### config.mk
export PLATFORM = sky130hd
export DESIGN_NAME = spi_fifo_event_unit
export DESIGN_NICKNAME = d
export VERILOG_FILES = /design/src/rtl/sfq_pkg.sv /design/src/rtl/sfq_fifo.sv /design/src/rtl/sfq_cfg.sv /design/src/rtl/sfq_irq.sv /design/src/rtl/sfq_dma.sv /design/src/rtl/spi_fifo_event_unit.sv
export SDC_FILE = /design/constraint.sdc
export NUM_CORES = 1
export LEC_CHECK = 0
export ABC_AREA = 1
export BUFFER_PORTS_ARGS = -buffer_cell sky130_fd_sc_hd__buf_2
export CAP_MARGIN = 20
export CORE_MARGIN = 10
export CORE_UTILIZATION = 30
export DETAILED_ROUTE_END_ITERATION = 10
export GPL_TIMING_DRIVEN = 1
export HOLD_SLACK_MARGIN = 0.03
export PLACE_DENSITY_LB_ADDON = 0.1
export SLEW_MARGIN = 20
export SYNTH_ARGS = -nofsm -noshare
export SYNTH_HDL_FRONTEND = slang
export SYNTH_SLANG_ARGS = --single-unit
### constraint.sdc
create_clock -name clk -period 3.1 [get_ports clk]
set_input_delay 0 -clock clk [delete_from_list [all_inputs] [get_ports clk]]
set_output_delay 0 -clock clk [all_outputs]
set_load 0.02 [all_outputs]
### src/rtl/sfq_pkg.sv
package sfq_pkg;
  // status word bit positions
  localparam int ST_BUSY = 0;
  localparam int ST_TXF  = 1;
  localparam int ST_TXE  = 2;
  localparam int ST_RXE  = 3;
  localparam int ST_RXF  = 4;
  // interrupt vector bit positions
  localparam int IR_TXTH = 0;
  localparam int IR_TXOV = 1;
  localparam int IR_RXUN = 2;
  localparam int IR_RXOV = 3;
  localparam int IR_RXTH = 4;
  localparam int NIRQ    = 5;
  // clear selector data bits
  localparam int CL_ALL  = 0;
  localparam int CL_RXUN = 1;
  localparam int CL_RXOV = 2;
  localparam int CL_TXOV = 3;

  typedef enum logic [2:0] {
    SEL_TXTH = 3'd0,
    SEL_RXTH = 3'd1,
    SEL_MASK = 3'd2,
    SEL_CLR  = 3'd3,
    SEL_DMAC = 3'd4,
    SEL_TXDL = 3'd5,
    SEL_RXDL = 3'd6,
    SEL_NONE = 3'd7
  } cfg_sel_e;
endpackage

### src/rtl/sfq_fifo.sv
module sfq_fifo #(
  parameter int DW    = 16,
  parameter int DEPTH = 8,
  parameter int LW    = $clog2(DEPTH + 1)
) (
  input  logic          clk,
  input  logic          rst,
  input  logic          push,
  input  logic [DW-1:0] wdata,
  input  logic          pop,
  output logic [DW-1:0] rdata,
  output logic [LW-1:0] level,
  output logic          full,
  output logic          empty
);
  localparam int PW = (DEPTH > 1) ? $clog2(DEPTH) : 1;
  localparam logic [LW-1:0] FULL_CNT = LW'(DEPTH);

  logic [DW-1:0] mem [DEPTH];
  logic [PW-1:0] wr_ptr, rd_ptr, wr_nxt, rd_nxt;
  logic          do_push, do_pop;

  assign full    = (level == FULL_CNT);
  assign empty   = (level == '0);
  assign do_push = push & ~full;
  assign do_pop  = pop & ~empty;
  assign rdata   = mem[rd_ptr];

  generate
    if ((DEPTH & (DEPTH - 1)) == 0) begin : g_pow2
      assign wr_nxt = wr_ptr + 1'b1;
      assign rd_nxt = rd_ptr + 1'b1;
    end else begin : g_wrap
      assign wr_nxt = (wr_ptr == PW'(DEPTH - 1)) ? '0 : wr_ptr + 1'b1;
      assign rd_nxt = (rd_ptr == PW'(DEPTH - 1)) ? '0 : rd_ptr + 1'b1;
    end
  endgenerate

  always_ff @(posedge clk) begin
    if (do_push) mem[wr_ptr] <= wdata;
  end

  always_ff @(posedge clk) begin
    if (rst) begin
      wr_ptr <= '0;
      rd_ptr <= '0;
      level  <= '0;
    end else begin
      if (do_push) wr_ptr <= wr_nxt;
      if (do_pop)  rd_ptr <= rd_nxt;
      case ({do_push, do_pop})
        2'b10:   level <= level + 1'b1;
        2'b01:   level <= level - 1'b1;
        default: level <= level;
      endcase
    end
  end

  a_r2_level_bound: assert property (@(posedge clk) disable iff (rst)
    level <= FULL_CNT);
  a_r4_full_drop: assert property (@(posedge clk) disable iff (rst)
    (push && full && !pop) |=> (level == FULL_CNT));
  a_r5_empty_pop: assert property (@(posedge clk) disable iff (rst)
    (pop && empty && !push) |=> (level == '0));
endmodule

### src/rtl/sfq_cfg.sv
module sfq_cfg
  import sfq_pkg::*;
#(
  parameter int DEPTH = 8,
  parameter int CW    = 8,
  parameter int LW    = $clog2(DEPTH + 1)
) (
  input  logic            clk,
  input  logic            rst,
  input  logic            we,
  input  logic [2:0]      sel,
  input  logic [CW-1:0]   wdata,
  output logic [LW-1:0]   tx_thr,
  output logic [LW-1:0]   rx_thr,
  output logic [NIRQ-1:0] mask,
  output logic [1:0]      dma_en,
  output logic [LW-1:0]   tx_dl,
  output logic [LW-1:0]   rx_dl,
  output logic [3:0]      clr,
  output logic [CW-1:0]   rdata
);
  logic in_range;
  logic [CW-1:0] rd_mux;

  assign in_range = (wdata < CW'(DEPTH));
  assign clr = (we && sel == SEL_CLR) ? wdata[3:0] : 4'b0000;

  always_ff @(posedge clk) begin
    if (rst) begin
      tx_thr <= '0;
      rx_thr <= '0;
      mask   <= '0;
      dma_en <= '0;
      tx_dl  <= '0;
      rx_dl  <= '0;
    end else if (we) begin
      case (cfg_sel_e'(sel))
        SEL_TXTH: if (in_range) tx_thr <= wdata[LW-1:0];
        SEL_RXTH: if (in_range) rx_thr <= wdata[LW-1:0];
        SEL_MASK: mask   <= wdata[NIRQ-1:0];
        SEL_DMAC: dma_en <= wdata[1:0];
        SEL_TXDL: if (in_range) tx_dl <= wdata[LW-1:0];
        SEL_RXDL: if (in_range) rx_dl <= wdata[LW-1:0];
        default: ;
      endcase
    end
  end

  always_comb begin
    rd_mux = '0;
    case (cfg_sel_e'(sel))
      SEL_TXTH: rd_mux = CW'(tx_thr);
      SEL_RXTH: rd_mux = CW'(rx_thr);
      SEL_MASK: rd_mux = CW'(mask);
      SEL_DMAC: rd_mux = CW'(dma_en);
      SEL_TXDL: rd_mux = CW'(tx_dl);
      SEL_RXDL: rd_mux = CW'(rx_dl);
      default:  rd_mux = '0;
    endcase
  end

  always_ff @(posedge clk) begin
    if (rst) rdata <= '0;
    else     rdata <= rd_mux;
  end

  a_r9_thr_range: assert property (@(posedge clk) disable iff (rst)
    (tx_thr < LW'(DEPTH)) && (rx_thr < LW'(DEPTH)));
  a_r9_reject_big: assert property (@(posedge clk) disable iff (rst)
    (we && sel == SEL_TXTH && !in_range) |=> $stable(tx_thr));
endmodule

### src/rtl/sfq_irq.sv
module sfq_irq
  import sfq_pkg::*;
(
  input  logic            clk,
  input  logic            rst,
  input  logic            tx_ovf_evt,
  input  logic            rx_unf_evt,
  input  logic            rx_ovf_evt,
  input  logic            tx_below,
  input  logic            rx_above,
  input  logic [3:0]      clr,
  input  logic [NIRQ-1:0] mask,
  output logic [NIRQ-1:0] raw,
  output logic [NIRQ-1:0] masked,
  output logic            irq
);
  logic tx_ovf_q, rx_unf_q, rx_ovf_q;
  logic kill_txov, kill_rxun, kill_rxov;

  assign kill_txov = clr[CL_ALL] | clr[CL_TXOV];
  assign kill_rxun = clr[CL_ALL] | clr[CL_RXUN];
  assign kill_rxov = clr[CL_ALL] | clr[CL_RXOV];

  always_ff @(posedge clk) begin
    if (rst) begin
      tx_ovf_q <= 1'b0;
      rx_unf_q <= 1'b0;
      rx_ovf_q <= 1'b0;
    end else begin
      // a fresh event outranks a clear on the same edge
      tx_ovf_q <= (tx_ovf_q & ~kill_txov) | tx_ovf_evt;
      rx_unf_q <= (rx_unf_q & ~kill_rxun) | rx_unf_evt;
      rx_ovf_q <= (rx_ovf_q & ~kill_rxov) | rx_ovf_evt;
    end
  end

  always_comb begin
    raw          = '0;
    raw[IR_TXTH] = tx_below;
    raw[IR_TXOV] = tx_ovf_q;
    raw[IR_RXUN] = rx_unf_q;
    raw[IR_RXOV] = rx_ovf_q;
    raw[IR_RXTH] = rx_above;
  end

  assign masked = raw & mask;
  assign irq    = |masked;

  a_r8_event_wins: assert property (@(posedge clk) disable iff (rst)
    rx_unf_evt |=> raw[IR_RXUN]);
  a_r8_sticky_hold: assert property (@(posedge clk) disable iff (rst)
    (raw[IR_TXOV] && !clr[CL_ALL] && !clr[CL_TXOV]) |=> raw[IR_TXOV]);
  a_r6_ovf_latch: assert property (@(posedge clk) disable iff (rst)
    rx_ovf_evt |=> raw[IR_RXOV]);
endmodule

### src/rtl/sfq_dma.sv
module sfq_dma #(
  parameter int LW = 4
) (
  input  logic          clk,
  input  logic          rst,
  input  logic [1:0]    dma_en,
  input  logic [LW-1:0] tx_level,
  input  logic [LW-1:0] rx_level,
  input  logic [LW-1:0] tx_dl,
  input  logic [LW-1:0] rx_dl,
  output logic          tx_req,
  output logic          rx_req
);
  assign tx_req = dma_en[1] & (tx_level <= tx_dl);
  assign rx_req = dma_en[0] & (rx_level > rx_dl);

  a_r11_rx_req_data: assert property (@(posedge clk) disable iff (rst)
    rx_req |-> (rx_level != '0));
endmodule

### src/rtl/spi_fifo_event_unit.sv
module spi_fifo_event_unit
  import sfq_pkg::*;
#(
  parameter int DW    = 16,
  parameter int DEPTH = 8,
  parameter int CW    = 8,
  parameter int LW    = $clog2(DEPTH + 1)
) (
  input  logic            clk,
  input  logic            rst,
  input  logic            bus_tx_push,
  input  logic [DW-1:0]   bus_tx_data,
  input  logic            bus_rx_pop,
  output logic [DW-1:0]   bus_rx_data,
  input  logic            eng_tx_pop,
  output logic [DW-1:0]   eng_tx_data,
  input  logic            eng_rx_push,
  input  logic [DW-1:0]   eng_rx_data,
  input  logic            eng_busy,
  input  logic            cfg_we,
  input  logic [2:0]      cfg_sel,
  input  logic [CW-1:0]   cfg_wdata,
  output logic [CW-1:0]   cfg_rdata,
  output logic [LW-1:0]   tx_level,
  output logic [LW-1:0]   rx_level,
  output logic [4:0]      status,
  output logic [4:0]      raw_int,
  output logic [4:0]      masked_int,
  output logic            irq,
  output logic            tx_dma_req,
  output logic            rx_dma_req
);
  logic          tx_full, tx_empty, rx_full, rx_empty;
  logic [DW-1:0] rx_head;
  logic          busy_q;
  logic [LW-1:0] tx_thr, rx_thr, tx_dl, rx_dl;
  logic [NIRQ-1:0] mask;
  logic [1:0]    dma_en;
  logic [3:0]    clr;

  sfq_fifo #(.DW(DW), .DEPTH(DEPTH), .LW(LW)) u_txq (
    .clk(clk), .rst(rst),
    .push(bus_tx_push), .wdata(bus_tx_data),
    .pop(eng_tx_pop), .rdata(eng_tx_data),
    .level(tx_level), .full(tx_full), .empty(tx_empty)
  );

  sfq_fifo #(.DW(DW), .DEPTH(DEPTH), .LW(LW)) u_rxq (
    .clk(clk), .rst(rst),
    .push(eng_rx_push), .wdata(eng_rx_data),
    .pop(bus_rx_pop), .rdata(rx_head),
    .level(rx_level), .full(rx_full), .empty(rx_empty)
  );

  sfq_cfg #(.DEPTH(DEPTH), .CW(CW), .LW(LW)) u_cfg (
    .clk(clk), .rst(rst),
    .we(cfg_we), .sel(cfg_sel), .wdata(cfg_wdata),
    .tx_thr(tx_thr), .rx_thr(rx_thr), .mask(mask), .dma_en(dma_en),
    .tx_dl(tx_dl), .rx_dl(rx_dl), .clr(clr), .rdata(cfg_rdata)
  );

  sfq_irq u_irq (
    .clk(clk), .rst(rst),
    .tx_ovf_evt(bus_tx_push & tx_full),
    .rx_unf_evt(bus_rx_pop & rx_empty),
    .rx_ovf_evt(eng_rx_push & rx_full),
    .tx_below(tx_level <= tx_thr),
    .rx_above(rx_level >= rx_thr),
    .clr(clr), .mask(mask),
    .raw(raw_int), .masked(masked_int), .irq(irq)
  );

  sfq_dma #(.LW(LW)) u_dma (
    .clk(clk), .rst(rst), .dma_en(dma_en),
    .tx_level(tx_level), .rx_level(rx_level),
    .tx_dl(tx_dl), .rx_dl(rx_dl),
    .tx_req(tx_dma_req), .rx_req(rx_dma_req)
  );

  always_ff @(posedge clk) begin
    if (rst) begin
      busy_q      <= 1'b0;
      bus_rx_data <= '0;
    end else begin
      busy_q <= eng_busy;
      if (bus_rx_pop) bus_rx_data <= rx_empty ? '0 : rx_head;
    end
  end

  always_comb begin
    status         = '0;
    status[ST_BUSY] = busy_q;
    status[ST_TXF]  = tx_full;
    status[ST_TXE]  = tx_empty;
    status[ST_RXE]  = rx_empty;
    status[ST_RXF]  = rx_full;
  end

  a_r5_zero_on_empty: assert property (@(posedge clk) disable iff (rst)
    (bus_rx_pop && rx_empty) |=> (bus_rx_data == '0));
  a_r13_busy_follow: assert property (@(posedge clk) disable iff (rst)
    eng_busy |=> status[ST_BUSY]);
  a_r3_flags_excl: assert property (@(posedge clk) disable iff (rst)
    !(status[ST_TXF] && status[ST_TXE]) && !(status[ST_RXF] && status[ST_RXE]));
endmodule

==> flow_summary.yaml, run 1 <==
run_status:
  outcome: "complete, no violations"
sta:
  slew_viol_final: 0
  setup_viol: 0
  tns_ns: 0
  slew_headroom_pct: 38.4
  timing.final.hold_violations: 0
  worst_slack_ns: 0.524
  clock_skew_ns: 0.0146
  rsz0062_at_grt: "false"
  finalCritPeriodShare_pct: 83.1
  fmax_mhz: 388
  min_period_ns: 2.58
  tightest_slew_ns: 0.923
run:
  cap_violations: 0
cts:
  htree_levels: 2
  cts_buffers: 40
  clkTransAtPathRegs_ns: 0.06
  clk_latency_ns: 0.56
  cts.sinks: 330
  cts_buffer_depth: 3
  post_cts_buffers: 0
  clockRootBuffer: "clkbuf_16"
  cts_hold_buf: 60
  cts-resized-gates: 0
  cts_tree: "done"
pwr:
  swShare_pct: 33.4
  seq_power_share_pct: 40.1
  power.leakage_uw: 0.00698
  comb_power_share_pct: 26.7
  peakVddDrop_mv: 0.474
  power_switching_uw: 4480
  power.density_nw_per_um2: 781
  intPower_uw: 8930
  power.share.clock_pct: 33.3
floorplan:
  initial_core_util_pct: 30.2
  die_x_um: 236
  core_area_sq_um: 46500
  dieArea_sq_um: 55900
  rows: 79
  io_pins: 117
  fp.dieH_um: 236
synth:
  synth_cells: 1367
  yosysWarnings: 0
  synth-edff-count: 256
  synth-main-ff-cell: "edfxtp_1"
  ys_ff_latch: 330
  yosysSeqAreaShare_pct: 65.3
  ys_types: 34
  synth_async_sr_flop_share_pct: 0
  netlist_area_sq_um: 14000
  avgSynthCellArea_sq_um: 10.3
worst_setup_path:
  worstSetupEndpointType: "flop"
  r2r-start: "u_txq.level[1]"
  critPathKind: "primary input to flop"
  crit_required_ns: 3.54
  ff2ff_setup_slack_ns: 0.99
  timing.critical_path.from: "cfg_wdata[6]"
  startpoint_type: "primary input"
  arrival_ns: 3.01
  path_max_fanout: 5
  r2r_cells: 13
  r2r-end: "u_txq.level[2]"
grt:
  antenna_found_initial: 0
  track_usage_pct: 13.1
  grt_max_degree: 65
  grt_pass1_vias: 9955
  grt_overflow: 0
  grt_pass1_wl_um: 57900
layout:
  syn_to_final_growth_pct: 22.2
  diodes: 0
  design_area_sq_um: 17200
  layout-drive-gt1-share_pct: 14.9
  final_nets: 1621
hold_path:
  hold_class: "primary input to flop"
  hold_depth: 4
  hold_path_startpoint: "eng_busy"
  hold_end: "busy_q"
detailed_routing:
  drt_iter0_markers: 473
  drt_wl_total_um: 37300
  via_per_inst: 4.49
  wl_per_cell_um: 17.1
  drc: 0
  dr.pass1.iters: 5
  ant_nets: 0
  vias: 9793
placement:
  place_area_sq_um: 15300
  routabilityCongestion: 0.773
  pre_cts_slack_ns: 0.946
  detailed_place_hpwl_um: 22300
  port_buffers: 113
==> worst max path at each step <==
| stage | endpoint | slack (ns) | depth (start not counted) |
|---|---|---|---|
| after floorplan | u_rxq.mem[0][0] | 0.88 | 5 |
| after global placement | u_rxq.mem[7][6] | 0.99 | 7 |
| after detailed placement | u_rxq.mem[7][6] | 0.95 | 7 |
| after CTS | u_cfg.rx_dl[1] | 0.56 | 11 |
| after global routing | u_cfg.rx_dl[1] | 0.39 | 11 |
| final | u_cfg.rx_dl[1] | 0.52 | 11 |
==> cell usage in the layout (no fill, tap or decap), drive strengths merged, types with 16 or more instances in the layout <==
cell and n:
nand3 118, nor2 139, clkinv 17, mux2i 16, a21oi 51, o21ai 110
buf 140, ha 26, dlygate4sd3 61, edfxtp 256, clkbuf 57, inv 180
dfxtp 74, o22ai 21, nand2 284
==> cell usage after synthesis (all sizes together) (4+ instances only) <==
master / number / area (sq um)
a21oi: 51 / 255
buf: 47 / 305
mux2i: 16 / 160
nand3: 118 / 608
xnor2: 4 / 35.0
inv: 180 / 676
o21ai: 110 / 551
clkbuf: 22 / 83.8
nand2: 284 / 1070
o22ai: 21 / 131
edfxtp: 256 / 7690
nor3: 8 / 40.0
ha: 26 / 325
dfxtp: 74 / 1480
nor2: 139 / 559
==> cell families (layout without fill, tap and decap cells) <==
logic type	after synthesis	after routing	share of synthesized area, %
compound gates	185	185	6.83
xor+xnor	4	4	0.249
fa+ha+maj	26	26	2.32
buf+inv	249	456	7.58
flops	330	330	65.3
mux	16	16	1.14
other cells	1	3	0.0267
simple gates	556	556	16.6
==> routing by layer <==
| metal | GRT usage [%] | part of all wire [%] | wire, um |
|---|---|---|---|
| met4 | 4.38 | 2.2 | 817 |
| met5 | 0 | 0 | 0 |
| met1 | 16.2 | 45 | 16900 |
| met2 | 22.7 | 49 | 18200 |
| met3 | 2.23 | 3.7 | 1370 |
==> cell type report <==
| type | count | area, sq um |
|---|---|---|
| Fill cell | 4711 | 29300 |
| Sequential cell | 330 | 9170 |
| Multi-Input combinational cell | 790 | 3860 |
| Timing Repair Buffer | 202 | 1430 |
| Clock buffer | 56 | 1120 |
| Tap cell | 607 | 759 |
| Inverter | 180 | 676 |
| Clock inverter | 18 | 146 |
==> registers in the layout (all words and copies together), names as in the netlist, 2 cells and up, named ones only <==
| signal | cells |
|---|---|
| u_txq.mem | 128 |
| u_rxq.level | 4 |
| u_cfg.rdata | 5 |
| u_rxq.mem | 128 |
| u_cfg.tx_thr | 4 |
| u_txq.level | 4 |
| u_rxq.rd_ptr | 3 |
| u_cfg.mask | 5 |
| u_cfg.rx_dl | 4 |
| u_cfg.dma_en | 2 |
| u_txq.wr_ptr | 3 |
| u_txq.rd_ptr | 3 |
| bus_rx_data | 16 |
| u_cfg.rx_thr | 4 |
| u_cfg.tx_dl | 4 |
| u_rxq.wr_ptr | 3 |
==> power by group through the flow <==
stage / Combinational, uW / Clock [uW] / Sequential, uW
floorplan: 2450 / 0 / 5500
global placement: 3590 / 0 / 5460
detailed placement: 3590 / 0 / 5470
CTS: 3670 / 4630 / 5370
global route: 4030 / 4810 / 5420
finish: 3570 / 4460 / 5370
==> per-stage QoR <==
step | util (%) | power (uW) | cells | hold slack (ns)
after global routing | 36.9 | 14300 | 2183 | 0.237
after floorplan | - | 7950 | 1369 | 0.0989
after CTS | 36.9 | 13700 | 2181 | 0.0301
after detailed placement | 32.8 | 9060 | 2047 | 0.237
final | 36.9 | 13400 | 2183 | 0.217
after global placement | 32.8 | 9050 | 2047 | 0.232
==> worst max-delay path, cell delays in order <==
cell and delay (ns):
dlygate4sd3_1 0.54, buf_2 0.12, nor2_1 0.08, dlygate4sd3_1 0.57
nand4_2 0.23, nor2_4 0.22, inv_2 0.06, nor2_1 0.07
dlygate4sd3_1 0.55, nor2_1 0.04, dlygate4sd3_1 0.55
Note: power is estimated with default switching activity, not from simulation.
==> inputs of run 2 (changes only) <==
--- a/config.mk
+++ b/config.mk
@@ -5,7 +5,7 @@
 export SDC_FILE = /design/constraint.sdc
 export NUM_CORES = 1
 export LEC_CHECK = 0
-export ABC_AREA = 1
+export ABC_AREA = 0
 export BUFFER_PORTS_ARGS = -buffer_cell sky130_fd_sc_hd__buf_2
 export CAP_MARGIN = 20
 export CORE_MARGIN = 10
==> constraint.sdc (replaced) <==
create_clock -name clk -period 2.7 [get_ports clk]
set_input_delay 0 -clock clk [delete_from_list [all_inputs] [get_ports clk]]
set_output_delay 0 -clock clk [all_outputs]
set_load 0.02 [all_outputs]
==> run 2 against run 1 <==
Sequential share of layout area increased by 1.9 points. Register-to-register slack got worse by 0.75 ns. Clock power increased by 20%. Critical path type is now flop to output pin. Critical endpoint is now irq. Largest cell class unchanged. Largest power group unchanged.
==> flow_summary.yaml, run 2 <==
detailed_routing:
  wl_per_cell_um: 19.8
  drt_iter0_markers: 402
  drt_wl_total_um: 32600
  vias: 7612
  via_per_inst: 4.63
  drc: 0
  ant_nets: 0
  dr.pass1.iters: 4
layout:
  reg.largest.list: "u_rxq.mem x128, u_txq.mem x128, bus_rx_data x16"
  diodes: 0
  fin_util_pct: 37.7
  final_nets: 1099
  fillers: 4215
  layout-drive-gt1-share_pct: 27.2
  layout_common_cells: "edfxtp_1 (256), buf_2 (113), mux2i_1 (91)"
  final_common_cell: "edfxtp_1"
  syn_to_final_growth_pct: 24.5
  ff_latch_area_sq_um: 9170
  multiInputGateArea_sq_um: 3860
cts:
  cts_tree: "done"
  cts.sinks: 330
  clk_latency_ns: 0.55
  clockRootBuffer: "clkbuf_16"
  htree_levels: 2
  clkTransAtPathRegs_ns: 0.06
  cts_buffers: 39
  post_cts_buffers: 0
  cts_buffer_depth: 3
worst_setup_path:
  timing.critical_path.from: "u_rxq.level[0]"
  path_max_fanout: 6
  cp-endpoint: "irq"
  r2r_cells: 9
  worstSetupEndpointType: "output pin"
  r2r-end: "u_rxq.level[2]"
  crit_required_ns: 2.70
  ff2ff_setup_slack_ns: 0.24
  critPathKind: "flop to output pin"
  arrival_ns: 2.55
  r2r-start: "u_rxq.level[0]"
  startpoint_type: "flop"
synth:
  netlist_area_sq_um: 13300
  synthTopCellsByCount: "edfxtp_1 (256), mux2i_1 (91), dfxtp_1 (74)"
  synth_most_common_cell: "edfxtp_1"
  yosysWarnings: 0
  synth-edff-count: 256
  avgSynthCellArea_sq_um: 16.0
  synth_top_area_share_pct: 57.7
  synth-main-ff-cell: "edfxtp_1"
  synth_cells: 832
  yosys.area.top_type: "edfxtp_1"
  ys_ff_latch: 330
  yosysSeqAreaShare_pct: 68.8
  ys_types: 49
  synth_async_sr_flop_share_pct: 0
  synth.area.top_cells: "edfxtp_1 (58%), dfxtp_1 (11%), mux2i_1 (6.8%)"
grt:
  antenna_found_initial: 1
  grt_max_degree: 53
  track_usage_pct: 12.3
  grt_pass1_wl_um: 50000
  grt_pass1_vias: 8148
  grt_overflow: 0
sta:
  worst_slack_ns: 0.152
  whs_ns: 0.0680
  clock_skew_ns: 0.0136
  min_period_ns: 2.55
  fmax_mhz: 392
  timing.final.hold_violations: 0
  slew_headroom_pct: 53.4
  setup_viol: 0
  slew_viol_final: 0
  finalCritPeriodShare_pct: 94.4
  rsz0062_at_grt: "false"
  tightest_slew_ns: 0.697
floorplan:
  fp.dieH_um: 231
  initial_core_util_pct: 30.2
  die_x_um: 231
  rows: 77
  core_area_sq_um: 44000
  io_pins: 117
  dieArea_sq_um: 53200
hold_path:
  hold_class: "primary input to flop"
  hold_path_startpoint: "cfg_wdata[6]"
placement:
  pre_cts_slack_ns: 0.263
  port_buffers: 113
  detailed_place_hpwl_um: 19300
  routabilityCongestion: 0.724
run_status:
  outcome: "complete, no violations"
run:
  cap_violations: 0
pwr:
  power_uw: 14700
  power.leakage_uw: 0.00588
  power.density_nw_per_um2: 884
  peakVddDrop_mv: 0.495
-- run 2: cell types whose count changed after synthesis, sizes merged, moves of 15 or more --
cell,change
a21oi,-34
a22oi,+33
a32o,+16
buf,-15
inv,-157
mux2,+19
mux2i,+75
mux4,+33
nand2,-266
nand3,-110
nor2,-84
o21ai,-97
o22ai,-19
-- run 2: repair_timing --
| item | 4_1_cts | 5_1_grt |
|---|---|---|
| setup endpoints to repair | 1 | 1 |
| hold buffers | 50 | 0 |
| cloned | 0 | 0 |
| resized for setup | 2 | 1 |
| endpoints found under the hold margin | 302 | 0 |
-- run 2: cell type report --
type	instances	area share (%)
Tap cell	592	4.47
Clock inverter	21	1.46
Sequential cell	330	55.3
Multi-Input combinational cell	424	23.3
Clock buffer	51	6.47
Inverter	23	0.521
Timing Repair Buffer	204	8.51
-- run 2: logic make-up (layout without fill, tap and decap cells) --
group / count (synthesis) / count (layout) / synth area share (%)
multiplexers: 143 / 143 / 14.0
adder cells (fa/ha/maj): 26 / 26 / 2.44
other: 1 / 3 / 0.0282
AND/OR/NAND/NOR: 146 / 146 / 5.70
XOR/XNOR: 14 / 14 / 0.921
flip-flops: 330 / 330 / 68.8
AO/OA/AOI/OAI: 92 / 92 / 5.08
buffers and inverters: 80 / 299 / 2.95
-- run 2: how the worst min path moves through the flow --
stage / to / cells past startpoint
2_1_floorplan: u_rxq.mem[0][0] / 0
3_3_place_gp: busy_q / 2
3_5_place_dp: busy_q / 2
4_1_cts: u_cfg.rdata[1] / 4
5_1_grt: u_cfg.rdata[1] / 4
6_report: u_cfg.rx_thr[1] / 5
-- run 2: report_power, final --
group	switching [uW]	internal, uW	total, uW
Sequential	239	5830	6070
Combinational	1800	1430	3240
Clock	2070	3280	5350
-- run 2: routing by layer --
metal	up-vias	share of wire (%)	track usage (%)
met3	42	5.2	3.43
met5	-	0.037	0
met2	150	47	19.7
met4	2	1.7	3.33
met1	3836	46	16.1
li1	3582	-	-
-- run 2: worst max-delay path: stages, from the launching register on --
cell,delay (ns)
dfxtp_1,0.38
buf_4,0.18
inv_1,0.07
ha_1,0.28
nand2b_1,0.17
a2111oi_4,0.36
a211oi_1,0.12
a211o_1,0.28
buf_2,0.16
-- run 2: stage by stage --
step	cell area, sq um	setup TNS [ns]	cells
2_1_floorplan	13300	-0.992	834
3_3_place_gp	14800	0	1523
3_5_place_dp	14800	0	1523
4_1_cts	16600	0	1645
5_1_grt	16600	0	1645
6_report	16600	0	1645
